--- src/rtl/kp_pkg.sv ---
`timescale 1ns/1ps
package kp_pkg;

  typedef enum logic [1:0] {
    PH_GAP = 2'd0,
    PH_LO  = 2'd1,
    PH_HI  = 2'd2,
    PH_REL = 2'd3
  } phase_t;

  function automatic int max_of4(input int a, input int b, input int c, input int d);
    int m;
    m = a;
    if (b > m) m = b;
    if (c > m) m = c;
    if (d > m) m = d;
    return m;
  endfunction

endpackage

--- src/rtl/kp_pulse_gen.sv ---
`timescale 1ns/1ps
module kp_pulse_gen
  import kp_pkg::*;
#(
  parameter int LO_CYC      = 400,
  parameter int HI_CYC      = 550,
  parameter int SAMP_CYC    = 450,
  parameter int GAP_CYC     = 2250000,
  parameter int PULSES      = 60,
  parameter int SYNC_STAGES = 2
) (
  input  logic clk,
  input  logic rst,
  input  logic line_in,
  output logic drv_lo,
  output logic drv_hi,
  output logic idle,
  output logic smp_valid,
  output logic smp_bit,
  output logic smp_last
);

  localparam int CNT_W = $clog2(max_of4(LO_CYC, HI_CYC, SAMP_CYC, GAP_CYC) + 1);
  localparam int PCW   = $clog2(PULSES + 1);

  phase_t                 ph;
  logic [CNT_W-1:0]       cnt;
  logic [PCW-1:0]         pcnt;
  logic [SYNC_STAGES-1:0] sync_q;
  logic                   line_s;

  always_ff @(posedge clk) begin
    if (rst) sync_q <= '0;
    else     sync_q <= {sync_q[SYNC_STAGES-2:0], line_in};
  end
  assign line_s = sync_q[SYNC_STAGES-1];

  always_ff @(posedge clk) begin
    if (rst) begin
      ph        <= PH_GAP;
      cnt       <= '0;
      pcnt      <= '0;
      smp_valid <= 1'b0;
      smp_bit   <= 1'b0;
      smp_last  <= 1'b0;
    end else begin
      smp_valid <= 1'b0;
      smp_last  <= 1'b0;
      case (ph)
        PH_GAP: begin
          if (cnt == CNT_W'(GAP_CYC - 1)) begin
            cnt  <= '0;
            pcnt <= '0;
            ph   <= PH_LO;
          end else cnt <= cnt + 1'b1;
        end
        PH_LO: begin
          if (cnt == CNT_W'(LO_CYC - 1)) begin
            cnt <= '0;
            ph  <= PH_HI;
          end else cnt <= cnt + 1'b1;
        end
        PH_HI: begin
          if (cnt == CNT_W'(HI_CYC - 1)) begin
            cnt <= '0;
            ph  <= PH_REL;
          end else cnt <= cnt + 1'b1;
        end
        default: begin
          if (cnt == CNT_W'(SAMP_CYC - 1)) begin
            cnt       <= '0;
            smp_valid <= 1'b1;
            smp_bit   <= line_s;
            if (pcnt == PCW'(PULSES - 1)) begin
              smp_last <= 1'b1;
              ph       <= PH_GAP;
            end else begin
              pcnt <= pcnt + 1'b1;
              ph   <= PH_LO;
            end
          end else cnt <= cnt + 1'b1;
        end
      endcase
    end
  end

  assign drv_lo = (ph == PH_GAP) || (ph == PH_LO);
  assign drv_hi = (ph == PH_HI);
  assign idle   = (ph == PH_GAP);

  // the enables never overlap
  a_r3_drive_exclusive: assert property (@(posedge clk) disable iff (rst)
    !(drv_lo && drv_hi));
  // the high phase is entered only from the low phase
  a_r3_high_after_low: assert property (@(posedge clk) disable iff (rst)
    $rose(drv_hi) |-> $past(drv_lo));
  // a sample is taken only on leaving the released phase
  a_r3_sample_at_release: assert property (@(posedge clk) disable iff (rst)
    smp_valid |-> ($past(ph) == PH_REL));
  // the pulse index stays inside the burst
  a_r4_pulse_bound: assert property (@(posedge clk) disable iff (rst)
    pcnt < PCW'(PULSES));
  // the last sample of a burst leads straight into the gap
  a_r2_last_enters_gap: assert property (@(posedge clk) disable iff (rst)
    smp_last |-> idle);

endmodule

--- src/rtl/kp_scan_decode.sv ---
`timescale 1ns/1ps
module kp_scan_decode #(
  parameter int MARK_LEN = 5,
  parameter int ROWS     = 4,
  parameter int COLS     = 4
) (
  input  logic clk,
  input  logic rst,
  input  logic smp_valid,
  input  logic smp_bit,
  input  logic smp_last,
  output logic scan_done,
  output logic scan_ok,
  output logic [$clog2(ROWS)+$clog2(COLS)-1:0] scan_code,
  output logic burst_done
);

  localparam int SLOTS  = COLS + 1;
  localparam int COL_W  = $clog2(SLOTS);
  localparam int HC_W   = $clog2(SLOTS + 1);
  localparam int ROW_W  = $clog2(ROWS);
  localparam int COLB_W = $clog2(COLS);
  localparam int RUN_W  = $clog2(MARK_LEN + 1);
  localparam int CODE_W = ROW_W + COLB_W;

  logic [RUN_W-1:0]  run;
  logic              active;
  logic [COL_W-1:0]  col_i, hi_col, hi_col_n;
  logic [ROW_W-1:0]  row_i;
  logic [HC_W-1:0]   hi_cnt, hi_cnt_n;
  logic [1:0]        key_cnt, key_cnt_n;
  logic              bad, bad_n;
  logic [CODE_W-1:0] code_acc, code_n;
  logic [COLB_W-1:0] col_code;
  logic              marker, row_end, scan_end, row_blank, row_key, row_bad;

  always_comb begin
    marker    = smp_valid && !smp_bit && (run == RUN_W'(MARK_LEN - 1));
    hi_cnt_n  = hi_cnt + HC_W'(smp_bit);
    hi_col_n  = smp_bit ? col_i : hi_col;
    row_end   = (col_i == COL_W'(SLOTS - 1));
    scan_end  = row_end && (row_i == ROW_W'(ROWS - 1));
    row_blank = (hi_cnt_n == HC_W'(SLOTS));
    row_key   = (hi_cnt_n == HC_W'(1)) && (hi_col_n != '0);
    row_bad   = !row_blank && !row_key;
    col_code  = COLB_W'(hi_col_n - 1'b1);
    key_cnt_n = (row_key && key_cnt != 2'd2) ? key_cnt + 2'd1 : key_cnt;
    bad_n     = bad || row_bad || (row_key && key_cnt != 2'd0);
    code_n    = row_key ? {row_i, col_code} : code_acc;
  end

  always_ff @(posedge clk) begin
    if (rst) begin
      run        <= '0;
      active     <= 1'b0;
      col_i      <= '0;
      row_i      <= '0;
      hi_cnt     <= '0;
      hi_col     <= '0;
      key_cnt    <= '0;
      bad        <= 1'b0;
      code_acc   <= '0;
      scan_done  <= 1'b0;
      scan_ok    <= 1'b0;
      scan_code  <= '0;
      burst_done <= 1'b0;
    end else begin
      scan_done  <= 1'b0;
      burst_done <= smp_valid && smp_last;
      if (smp_valid) begin
        if (smp_bit)                          run <= '0;
        else if (run != RUN_W'(MARK_LEN))     run <= run + 1'b1;
        if (marker) begin
          active   <= 1'b1;
          col_i    <= '0;
          row_i    <= '0;
          hi_cnt   <= '0;
          hi_col   <= '0;
          key_cnt  <= '0;
          bad      <= 1'b0;
          code_acc <= '0;
        end else if (active) begin
          if (row_end) begin
            col_i    <= '0;
            hi_cnt   <= '0;
            hi_col   <= '0;
            key_cnt  <= key_cnt_n;
            bad      <= bad_n;
            code_acc <= code_n;
            if (scan_end) begin
              active    <= 1'b0;
              scan_done <= 1'b1;
              scan_ok   <= !bad_n && (key_cnt_n == 2'd1);
              scan_code <= code_n;
            end else begin
              row_i <= row_i + 1'b1;
            end
          end else begin
            col_i  <= col_i + 1'b1;
            hi_cnt <= hi_cnt_n;
            hi_col <= hi_col_n;
          end
        end
      end
    end
  end

  // a marker sample realigns to row 0, position 0
  a_r5_marker_realigns: assert property (@(posedge clk) disable iff (rst)
    marker |=> (active && col_i == '0 && row_i == '0));
  // the position index stays inside a row
  a_r6_col_bound: assert property (@(posedge clk) disable iff (rst)
    col_i < COL_W'(SLOTS));
  // a scan result appears only when a sample was consumed
  a_r7_done_after_sample: assert property (@(posedge clk) disable iff (rst)
    scan_done |-> $past(smp_valid));

endmodule

--- src/rtl/kp_vote.sv ---
`timescale 1ns/1ps
module kp_vote #(
  parameter int CODE_W = 4
) (
  input  logic              clk,
  input  logic              rst,
  input  logic              scan_done,
  input  logic              scan_ok,
  input  logic [CODE_W-1:0] scan_code,
  input  logic              burst_done,
  output logic              key_valid,
  output logic [CODE_W-1:0] key_code
);

  logic [1:0]        n_seen, n_seen_n;
  logic              old_ok, new_ok, old_ok_n, new_ok_n;
  logic [CODE_W-1:0] old_code, new_code, old_code_n, new_code_n;
  logic              agree;

  always_comb begin
    n_seen_n   = n_seen;
    old_ok_n   = old_ok;
    old_code_n = old_code;
    new_ok_n   = new_ok;
    new_code_n = new_code;
    if (scan_done) begin
      old_ok_n   = new_ok;
      old_code_n = new_code;
      new_ok_n   = scan_ok;
      new_code_n = scan_code;
      if (n_seen != 2'd2) n_seen_n = n_seen + 2'd1;
    end
    agree = (n_seen_n == 2'd2) && old_ok_n && new_ok_n && (old_code_n == new_code_n);
  end

  always_ff @(posedge clk) begin
    if (rst) begin
      n_seen    <= '0;
      old_ok    <= 1'b0;
      new_ok    <= 1'b0;
      old_code  <= '0;
      new_code  <= '0;
      key_valid <= 1'b0;
      key_code  <= '0;
    end else begin
      key_valid <= 1'b0;
      old_ok    <= old_ok_n;
      old_code  <= old_code_n;
      new_ok    <= new_ok_n;
      new_code  <= new_code_n;
      if (burst_done) begin
        n_seen    <= '0;
        key_valid <= agree;
        if (agree) key_code <= new_code_n;
      end else begin
        n_seen <= n_seen_n;
      end
    end
  end

  // the strobe lasts one cycle
  a_r8_strobe_one_cycle: assert property (@(posedge clk) disable iff (rst)
    key_valid |=> !key_valid);
  // the strobe follows the end of a burst
  a_r8_strobe_after_burst: assert property (@(posedge clk) disable iff (rst)
    key_valid |-> $past(burst_done));
  // the code moves only together with the strobe
  a_r9_code_holds: assert property (@(posedge clk) disable iff (rst)
    !key_valid |-> $stable(key_code));

endmodule

--- src/rtl/kp_poll_ctrl.sv ---
`timescale 1ns/1ps
module kp_poll_ctrl #(
  parameter int LO_CYC      = 400,
  parameter int HI_CYC      = 550,
  parameter int SAMP_CYC    = 450,
  parameter int GAP_CYC     = 2250000,
  parameter int PULSES      = 60,
  parameter int SYNC_STAGES = 2,
  parameter int MARK_LEN    = 5,
  parameter int ROWS        = 4,
  parameter int COLS        = 4
) (
  input  logic clk,
  input  logic rst,
  input  logic line_in,
  output logic line_drv_lo,
  output logic line_drv_hi,
  output logic key_valid,
  output logic [$clog2(ROWS)+$clog2(COLS)-1:0] key_code,
  output logic idle
);

  localparam int CODE_W = $clog2(ROWS) + $clog2(COLS);

  logic              smp_valid, smp_bit, smp_last;
  logic              scan_done, scan_ok, burst_done;
  logic [CODE_W-1:0] scan_code;

  kp_pulse_gen #(
    .LO_CYC(LO_CYC), .HI_CYC(HI_CYC), .SAMP_CYC(SAMP_CYC),
    .GAP_CYC(GAP_CYC), .PULSES(PULSES), .SYNC_STAGES(SYNC_STAGES)
  ) u_gen (
    .clk(clk), .rst(rst), .line_in(line_in),
    .drv_lo(line_drv_lo), .drv_hi(line_drv_hi), .idle(idle),
    .smp_valid(smp_valid), .smp_bit(smp_bit), .smp_last(smp_last)
  );

  kp_scan_decode #(
    .MARK_LEN(MARK_LEN), .ROWS(ROWS), .COLS(COLS)
  ) u_dec (
    .clk(clk), .rst(rst),
    .smp_valid(smp_valid), .smp_bit(smp_bit), .smp_last(smp_last),
    .scan_done(scan_done), .scan_ok(scan_ok), .scan_code(scan_code),
    .burst_done(burst_done)
  );

  kp_vote #(
    .CODE_W(CODE_W)
  ) u_vote (
    .clk(clk), .rst(rst),
    .scan_done(scan_done), .scan_ok(scan_ok), .scan_code(scan_code),
    .burst_done(burst_done),
    .key_valid(key_valid), .key_code(key_code)
  );

  // a confirmed key is reported only while the line rests in the gap
  a_r8_strobe_in_gap: assert property (@(posedge clk) disable iff (rst)
    key_valid |-> idle);

endmodule

--- config.mk ---
export PLATFORM = sky130hd
export DESIGN_NAME = kp_poll_ctrl
export DESIGN_NICKNAME = d
export VERILOG_FILES = /design/src/rtl/kp_pkg.sv /design/src/rtl/kp_pulse_gen.sv /design/src/rtl/kp_scan_decode.sv /design/src/rtl/kp_vote.sv /design/src/rtl/kp_poll_ctrl.sv
export SDC_FILE = /design/constraint.sdc
export NUM_CORES = 1
export LEC_CHECK = 0
export ABC_AREA = 1
export BUFFER_PORTS_ARGS = -buffer_cell sky130_fd_sc_hd__clkbuf_2
export CAP_MARGIN = 20
export CORE_ASPECT_RATIO = 1.1
export CORE_MARGIN = 4
export CORE_UTILIZATION = 58
export CTS_BUF_LIST = sky130_fd_sc_hd__clkbuf_8
export DETAILED_ROUTE_END_ITERATION = 12
export GPL_TIMING_DRIVEN = 0
export PLACE_DENSITY = 0.89
export SYNTH_ARGS = -nofsm -noshare
export SYNTH_HDL_FRONTEND = slang
export SYNTH_SLANG_ARGS = --single-unit
--- constraint.sdc ---
create_clock -name clk -period 1.8 [get_ports clk]
set_input_delay 0.09 -clock clk [delete_from_list [all_inputs] [get_ports clk]]
set_output_delay 0.09 -clock clk [all_outputs]
set_load 0.02 [all_outputs]
Word-level counts from Yosys, hierarchy flattened:

Index checks and enable logic that the tools add are counted.
W data, S select, Z words.

* output and inout port bits: 8
* register bits: 81
* logic and storage cells: 165
* input bits: 3

* muxes and demuxes: 55
* eq/ne operators: 23
* reduce and logical (&&, ||, !) cells: 43
* $add $sub $neg: 9
* bitwise operators: 8

Operator list (number)
* $mux W22: 4
* $pmux W22 S3: 1
* $eq A22 B9 Y1 const B: 2
* $mux W3: 12
* $mux W2: 14
* $mux W4: 6
* $add A22 B1 Y22 const B: 1
* $eq A22 B10 Y1 const B: 1
* $eq A22 B22 Y1 const B: 1
* $mux W6: 3
* $mux W1: 13
* $logic_and A1 B1 Y1: 12
* $pmux W6 S2: 1
* $reduce_and A4 Y1: 3
* $reduce_bool A2 Y1: 5
* $reduce_or A5 Y1: 2
* $eq A3 B3 Y1 const B: 3
* $ne A2 B1 Y1 const B: 4
* $not A1 Y1: 8
* $reduce_and A2 Y1: 4
* $add A2 B1 Y2 const B: 3
* $add A3 B1 Y3 const B: 2
* $add A6 B1 Y6 const B: 1
* $eq A2 B2 Y1 const B: 3
* 19 further kinds: 29

Logic depth before layout (Yosys ltp):

Gate-level depths: netlist (run 1).

* depth after elaboration: 10
* depth in mapped cells: 12
* mapped depth without buffers: 12

Hierarchy:

Synthesis (run 1) repeated with hierarchy kept, for this count alone.

* cells, all modules: 613
* area total of the unflattened synthesis: 4479.3 um^2

By module, submodules not included
* kp_pulse_gen: seq. area each 700.7 um^2, area an instance 2024.4 um^2, cells each 277, times used 1
* kp_scan_decode: seq. area each 580.6 um^2, area an instance 1467.7 um^2, cells each 191, times used 1
* kp_vote: seq. area each 340.3 um^2, area an instance 987.2 um^2, cells each 145, times used 1

Worst setup path before layout (run 1):

OpenSTA, ideal clock, no wires.

* kind: reg-to-reg
* start: register u_gen.smp_bit
* end: register u_dec.scan_code[2]
* stages on the path, launching flop included: 11
* path buffers: 0
* library setup time: 0.116 ns
* path slack: -0.069 ns
* arrival time: 1.752 ns
* period minus slack after synthesis: 1.869 ns
* cells stage by stage: dfxtp_1 > ha_1 > ha_1 > nor2_1 > inv_1 > nor2_1 > nand2_1 > o21ai_0 > nand2_1 > o211ai_1 > inv_1

* word-level cells in the longest chain between the ends: 5
* elaborated cells on any way between the ends: 11

RTL lines
* start: declaration: RTL line kp_pulse_gen.sv:19 `output logic smp_bit,`
* start signal: assignment: RTL line kp_pulse_gen.sv:73 `smp_bit <= line_s;`
* parallel branches: the longest is 5 deep, another holds $add A3 B1 Y3
* end signal: assignment: RTL line kp_scan_decode.sv:94 `scan_code <= code_n;`
* end: declaration: RTL line kp_scan_decode.sv:14 `output logic [$clog2(ROWS)+$clog2(COLS)-1:0] scan_code,`

Several ways; the timed one is not identified.
A chain may end at the register's enable or synchronous reset.

Worst setup path in the final report (run 1):

* start: register u_gen.cnt[5]
* end: register u_gen.ph[1]

* word-level cells in the longest chain between the ends: 3
* elaborated cells on any way between the ends: 9

RTL lines
* start: declaration: RTL line kp_pulse_gen.sv:27 `logic [CNT_W-1:0] cnt;`
* start signal: assignment: RTL line kp_pulse_gen.sv:55 `end else cnt <= cnt + 1'b1;`
* start signal: assignment: RTL line kp_pulse_gen.sv:61 `end else cnt <= cnt + 1'b1;`
* start signal: assignment: RTL line kp_pulse_gen.sv:67 `end else cnt <= cnt + 1'b1;`
* $eq A22 B9 Y1, or another cell as far along: RTL line kp_pulse_gen.sv:58 `if (cnt == CNT_W'(LO_CYC - 1)) begin`
* $ne A2 B1 Y1 (no line) / $reduce_bool A4 Y1 (equally long branches)
* $reduce_and A4 Y1 (no line) *
* end signal: assignment: RTL line kp_pulse_gen.sv:54 `ph <= PH_LO;`
* end signal: assignment: RTL line kp_pulse_gen.sv:60 `ph <= PH_HI;`
* end signal: assignment: RTL line kp_pulse_gen.sv:66 `ph <= PH_REL;`
* end: declaration: RTL line kp_pulse_gen.sv:26 `phase_t ph;`

Mark *: on every way between the ends. The rest lies on a longest branch, timed or not.

==> results.txt, run 1 <==
The run finished, with violations left. The checks that failed: negative setup slack. The logs give -0.0622 ns for the worst-case setup margin in the final layout and 648 for the final layout net count.

The tree built by TritonCTS fans out to 81 sinks. The number of placed I/O pins is 11. The startpoint identified for the worst hold timing path is rst.

The share of post-route cells with drive strength above 1 works out to 23.0%. Data on the critical path is required at its endpoint by 2.09 ns. After clock tree synthesis, the clock-pin slew on the worst setup and hold paths is 0.09 ns. The clock passes through at most 2 buffers. The max-slew violation count is 0. In the layout the commonest cells are nand2_1, inv_1, dfxtp_1.

The number of cells on the worst reg-to-reg path is 9. Global routing finished with a remaining overflow of 0. The headroom to the max-slew limit was 57.8%. Counting flops with a built-in enable in the synthesized netlist gives 0. The final route contains 4239 vias. For the worst setup path, the data arrival time is 2.15 ns. Synthesis produced 590 cells. The logs give 45 for the count of cell types in the netlist and 0.537 GHz for the maximum frequency from static timing analysis.

The measured slew at the worst slew-check pin works out to 0.633 ns. After filler insertion, the fill cell instance count of the layout stands at 490. In the synthesized netlist the dominant register cell turns out to be dfxtp_1. The final critical delay including setup and external delays came out at 1.86 ns.

The later pin in the worst-skew pair is clocked with a latency of 0.37 ns. TritonCTS built the clock tree. Dividing the synthesized area by the synthesized cell count gives 7.27 um2.

The congestion estimate from routability-driven global placement came to 0.900. The HPWL after detailed placement is 6.42 mm. The synthesized design contains 81 register bits.

Detail-routed net length per standard cell: 15.9 um. After synthesis, the share of flip-flops with an asynchronous set or reset is 0%. After layout, the worst path uses 103% of the clock period. The Yosys step of the flow raised 0 warnings. The number of antenna violations at the first check in global routing was 0; the highest fanout seen on the critical path was 5. The core region area is 7090 um2, and the final clock skew is 0.0149 ns.

For the number of CTS-inserted buffers, the log shows 9. Horizontal die dimension: 90.0 um. Setup violations remaining at the end of the flow were counted as 14. The tools report the end point of the most critical hold path as u_dec.code_acc[2]$_SDFFE_PP0P_. Total number of H-tree levels: 3. The worst hold path passes through 2 cells. Starting utilization of the core area: 60.5%. The antenna diode instance count was 0; the leakage power figure was 1.96 nW. The die covers 8830 um2. Entering global routing, the biggest net connects 17 pins.

Summing all non-filler instances in the final layout gives an area of 5000 um2. The logs give 21.7% for the overall routing resource usage and 37.8% for the part of the Yosys area used for sequential elements. The post-route core utilization is 70.6%.

After the first detailed-routing iteration, the DRC count stood at 416. For the final routed database, the setup TNS stands at -0.219 ns. STA classifies the critical path endpoint as a flip-flop. The run gives 0 as the remaining design rule violation count. The tools report the startpoint kind of the worst setup timing path as a flip-flop. The tools report the largest voltage drop on the vdd net as 0.532 mV.

The detail route stage leaves a number of antenna-violating nets equal to 0. Max-cap violations in this run came to 0. In this run the register-to-register setup slack is -0.06 ns. In this run the core area contains 32 standard-cell rows. For this run, the detailed router's first-pass iteration total came to 6. The number of global-route vias before repair is 3806, and the combined area of all synthesized cells is 4290 um2. Relative to the synthesized area, the layout overhead comes to 16.7%. The library cell used most frequently in the layout, excluding fill and tap cells, is nand2_1. The number of nets handed over by synthesis was 613. Summing all multi-input logic gate instances after layout gives 2450 um2. The number of buffers inserted by port buffering works out to 9.

The reg-to-reg endpoint was u_gen.ph[1]$_SDFFE_PP0P_. The run gives 0.310 ns as the worst slack on hold paths. The startpoint identified for the worst register-to-register timing path is u_gen.cnt[5]$_SDFF_PP0_. Path type of the worst setup path: flip-flop to flip-flop. The tightest min-delay check is of the primary input to flip-flop type. The first global-routing pass estimated 16.0 mm of wire.

The number of vias per cell was 5.93. The die height is 98.2 um. For this block, the routed nets add up to 11.4 mm of wire. In this run the power density over the cells is 758 nW/um2. The final-report hold violation count is 0, and the area of all sequential standard cells is 1650 um2.

The root buffer cell chosen for the clock tree is clkbuf_8. Standard cell area after detailed placement: 4440 um2.
[report_power, final]
part           switching [mW]  total [mW]  internal (mW)
Clock                   0.753        1.28          0.525
Combinational           0.361       0.630          0.268
Sequential             0.0542        1.89           1.83
Total                    1.17        3.79           2.63
[layout make-up]
cell class	instances	share of cell area, %
plain buffers	13	2.10
clock buffers	9	2.48
clock inverters	7	1.18
inverters	82	6.15
multi-input cells	414	48.9
flip-flops and latches	81	32.9
well taps	85	2.13
repair buffers	24	4.10
[repair_timing]
action | 4_1_cts | 5_1_grt
buffers inserted | 0 | 12
pin swaps | 2 | 14
cloned | 0 | 2
resized for setup | 20 | 47
hold endpoints to repair | 1 | 0
setup endpoints to repair | 42 | 42
hold buffers | 1 | 0
[critical path: stages (launching register included)]
cell and delay, ns:
dfxtp_1 0.39, nor2_2 0.22, nand2_1 0.09, nor2_1 0.25
nand3_2 0.22, nand2_1 0.11, nand2_1 0.09, nor2_1 0.16
nand2_1 0.08, a21oi_1 0.18
[sequential cells by signal, summed over array words and instances (netlist names), 3 cells and up]
signal,cells
u_vote.key_code,4
u_dec.code_acc,4
u_gen.cnt,22
u_dec.run,3
u_dec.hi_cnt,3
u_dec.col_i,3
u_vote.old_code,4
u_dec.scan_code,4
u_gen.pcnt,6
u_dec.hi_col,3
u_vote.new_code,4
[metrics by stage]
| stage | instances | power (mW) | worst slack, ns |
|---|---|---|---|
| finish | 715 | 3.79 | -0.0622 |
| global route | 715 | 3.91 | -0.150 |
| CTS | 701 | 3.53 | 0.00549 |
| detailed placement | 684 | 2.29 | -0.270 |
| global placement | 684 | 2.27 | -0.240 |
| floorplan | 590 | 2.19 | 0.0323 |
[routing by layer]
metal | share of wire (%) | global-route usage [%] | up-vias
met4 | 6.6 | 11.4 | 0
met5 | 0 | 0 | -
met1 | 38 | 25.2 | 1935
met2 | 48 | 38.1 | 256
li1 | - | - | 1959
met3 | 7.2 | 3.78 | 89
[cell usage after synthesis, types with 7 or more instances]
library cell	instances	share of area [%]
inv_2	9	0.79
o21ai_1	7	0.82
nor2_1	71	6.2
nor3_1	7	0.82
nor2_2	27	3.9
nand2_1	125	11
o21ai_0	19	2.2
xor2_1	13	2.7
inv_1	73	6.4
ha_1	20	5.8
nand4_1	12	1.8
a21oi_1	30	3.5
nand3_1	28	3.3
dfxtp_1	81	38
[cell families after synthesis]
| family | after synthesis | synth area share [%] |
|---|---|---|
| flops | 81 | 37.8 |
| buf+inv | 95 | 9.37 |
| simple gates | 297 | 32.6 |
| fa+ha+maj | 20 | 5.84 |
| xor+xnor | 18 | 3.68 |
| compound gates | 79 | 10.7 |
[worst max-delay path by stage]
stage	from	to	slack, ns	cells after the start
floorplan	u_gen.smp_bit$_SDFFE_PP0P_	u_dec.scan_code[3]$_SDFFE_PP0P_	0.03	10
global placement	u_gen.smp_bit$_SDFFE_PP0P_	u_dec.code_acc[1]$_SDFFE_PP0P_	-0.24	9
detailed placement	u_gen.smp_bit$_SDFFE_PP0P_	u_dec.code_acc[1]$_SDFFE_PP0P_	-0.27	9
CTS	u_gen.ph[0]$_SDFFE_PP0P_	u_gen.pcnt[1]$_SDFFE_PP0P_	0.005	9
global route	u_gen.cnt[5]$_SDFF_PP0_	u_gen.ph[1]$_SDFFE_PP0P_	-0.15	9
finish	u_gen.cnt[5]$_SDFF_PP0_	u_gen.ph[1]$_SDFFE_PP0P_	-0.06	9
(Power assumes the default switching activity.)
==> run 2: changes to the inputs <==
Settings changed: CTS_BUF_LIST sky130_fd_sc_hd__clkbuf_8 to sky130_fd_sc_hd__clkbuf_2.
==> run 2 against run 1 <==
The run now ends clean; final area is 0.83% lower; largest cell class unchanged; highest routed layer unchanged; critical path depth is 2 lower; non-clock buffer count up 1; die area unchanged; clock skew grew 0.024 ns; first-iteration DRC count down 46%; worst hold slack got worse by 0.043 ns.
==> results.txt, run 2 (synthesis results as in run 1) <==
The critical path goes through buf_4, ha_1, a41oi_1, o21ai_4, buf_12, buf_8, nor2_2. The overall routed net length is 10.1 mm (-11%), and the highest fanout seen on the critical path is 5 (unchanged). Final layout net count: 649 (+0.15%).

The footprint of the multi-input gates was 2460 um2 (+0.61%); the wire length of the first global-routing pass was 15.4 mm (-4.1%). The cell area power density works out to 699 nW/um2 (-7.9%). The total number of H-tree levels was 3 (unchanged). The number of vias per cell is 5.62 (-5.3%). The tools report the final clock skew as 0.0394 ns (+0.0245 ns). In the layout the commonest cells are nand2_1, inv_1, dfxtp_1.

The logs give 0.57 ns (+0.20 ns) for the clock insertion delay at the later pin of the skew report and 17 (unchanged) for the largest net degree at the start of global routing. The antenna diode instance count is 0 (unchanged), and the register clock-pin slew on the reported worst setup and hold paths is 0.24 ns (+0.15 ns). For the design area, the log shows 4960 um2 (-0.83%).

The measured slew at the worst slew-check pin was 0.623 ns (-0.00971 ns). For the max-cap violation count, the log shows 0 (unchanged). The logs give 1.95 nW (-0.72%) for the leakage power figure and 23.9% (-1.3 points) for the global routing met1 resource utilization. Remaining design rule violation count: 0 (unchanged). Number of global-route vias before repair: 3778 (-0.74%). In the final layout, the registers with the most flip-flops are u_gen.cnt: 22 flops, u_gen.pcnt: 6 flops. The die height was 98.2 um (unchanged); the highest cell delay on the worst timing path was 0.42 ns (+0.03 ns). The arrival time of data at the critical path endpoint came out at 2.28 ns (+0.13 ns).

The logs give 0 (-14) for the number of setup violations in the final report and 0 (unchanged) for the remaining antenna violation count. The critical path is of the flip-flop to flip-flop type. For the headroom to the max-slew limit, the log shows 58.4% (+0.65 points).

The register with the most flip-flops was u_gen.cnt. met2 is the most crowded layer. The number of buffers and inverters on the critical path is 3 (+3). The DRC marker count from the first detailed-route iteration is 226 (-46%). For the number of placed I/O pins, the log shows 11 (unchanged). For the number of standard-cell rows in the floorplan, the log shows 32 (unchanged).

The total placed cells including tap cells was 684 (unchanged); the horizontal die dimension was 90.0 um (unchanged). The overall routing resource usage was 20.6% (-1.1 points). The final critical delay including setup and external delays is 1.79 ns (-0.0734 ns).

The number of CTS-inserted buffers is 9 (unchanged), and the largest voltage drop on the vdd net is 0.806 mV (+52%). The number of vias after detailed routing is 4022 (-5.1%), and the part of the cycle the worst path needs is 99.4% (-4.1 points). Filler cell count in the final layout: 495 (+1.0%). For the worst-case setup margin in the final layout, the log shows 0.0112 ns (+0.0734 ns). On the critical path, the stage with the largest delay is an instance of a41oi_1. The tools report the clock root buffer master as clkbuf_2. The number of flip-flops under the largest register name came out at 22 (unchanged).

The element type at the critical path end was a flip-flop. The run gives 0 (unchanged) as the number of antenna violations at the first check in global routing. For the max-slew violation count, the log shows 0 (unchanged). The run gives 0.559 GHz (+4.1%) as the maximum frequency from static timing analysis.

The flow ran to the end, and the final reports show no timing, DRC or antenna violations. The layout overhead on the synthesized area works out to 15.7%. The detail-routed net length per standard cell was 14.1 um (-11%); the total power was 3.47 mW (-8.7%). The share of post-route cells with drive strength above 1 was 24.6% (+1.5 points); the required time reported for the critical path endpoint was 2.29 ns (+0.20 ns). The tools report the final instance count without filler cells as 716 (+0.14%). The tools report the area of all sequential standard cells as 1650 um2 (about the same).

The total negative setup slack came out at 0 ns (+0.219 ns). The number of iterations in the first detailed-routing pass was 6 (unchanged). The half-perimeter wire length of the detailed placement result is 6.42 mm (unchanged), and the sink count of the clock tree is 81 (unchanged). The worst setup path is launched from a flip-flop. The global-route track usage on met2 came out at 36.2% (-2.0 points). Starting utilization of the core area: 60.5% (unchanged). The number of buffers inserted by port buffering was 9 (unchanged); the number of buffers on the longest clock path was 2 (unchanged). The worst hold path belongs to the class primary input to flip-flop. The core region area came out at 7090 um2 (unchanged). The overall overflow remaining after global route was 0 (unchanged).

TritonCTS built the clock tree. The post-placement worst setup slack was -0.270 ns (unchanged). The final-report hold violation count was 0 (unchanged); the total die area was 8830 um2 (unchanged).

The weighted congestion reported at the end of routability-driven placement is 0.900 (unchanged), and the standard cell area after detailed placement is 4440 um2 (unchanged). Setup repair after global routing could not meet its margin everywhere. The met3 track utilization from global routing is 4.08% (+0.31 points). The top cell family by delay on the critical path was compound AO/OA/AOI/OAI gates.

Leaving out fill and tap cells, the most frequent cell in the layout is nand2_1.
-- run 2: changes by cell type in the layout (fill, tap and decap cells not counted), sizes merged --
cell / delta
buf: +1
dlygate4sd3: +1
clkbuf: -1
-- run 2: routing by layer --
metal | vias to the layer above | part of all wire, %
li1 | 1961 | -
met1 | 1854 | 41
met2 | 173 | 50
met3 | 34 | 5.9
met4 | 0 | 3.0
met5 | - | 0
-- run 2: cell type report --
class | instances | share of cell area [%]
multi-input cells | 414 | 49.6
flip-flops and latches | 81 | 33.2
inverters | 82 | 6.25
repair buffers | 25 | 4.44
plain buffers | 13 | 2.24
well taps | 85 | 2.14
clock inverters | 7 | 1.19
clock buffers | 9 | 0.908
-- run 2: final timing paths --
kind                              startpoint                         end  slack [ns]  depth (start not counted)
hold / removal                       line_in  u_gen.sync_q[0]$_SDFF_PP0_        0.27                          4
setup / recovery    u_gen.ph[1]$_SDFFE_PP0P_     u_gen.cnt[5]$_SDFF_PP0_        0.01                          7
setup reg to reg    u_gen.ph[1]$_SDFFE_PP0P_     u_gen.cnt[5]$_SDFF_PP0_        0.01                          7
hold reg to reg   u_gen.sync_q[0]$_SDFF_PP0_  u_gen.sync_q[1]$_SDFF_PP0_        0.41                          2
-- run 2: where the power goes --
group	internal (mW)	total, mW	leakage, nW	switching (mW)
sequential	1.84	1.88	0.661	0.0473
clock	0.207	0.921	0.0603	0.714
combinational	0.294	0.662	1.23	0.368
-- run 2: worst register-to-register path, cell delays in order, from the launching register on --
cell	delay (ns)
dfxtp_2	0.39
buf_4	0.15
ha_1	0.26
a41oi_1	0.42
o21ai_4	0.11
buf_12	0.16
buf_8	0.13
nor2_2	0.12
-- run 2: timing repair --
action | 4_1_cts | 5_1_grt
pin swaps | 0 | 12
cloned | 0 | 2
endpoints found under the hold margin | 2 | 0
resized for setup | 22 | 56
endpoints found under the setup margin | 40 | 49
hold buffers | 2 | 0
buffers inserted | 4 | 8
-- run 2: stage by stage --
step / hold slack [ns] / util, %
2_1_floorplan: 0.197 / -
3_3_place_gp: 0.286 / 62.7
3_5_place_dp: 0.287 / 62.7
4_1_cts: 0.259 / 65.7
5_1_grt: 0.288 / 70.0
6_report: 0.267 / 70.0
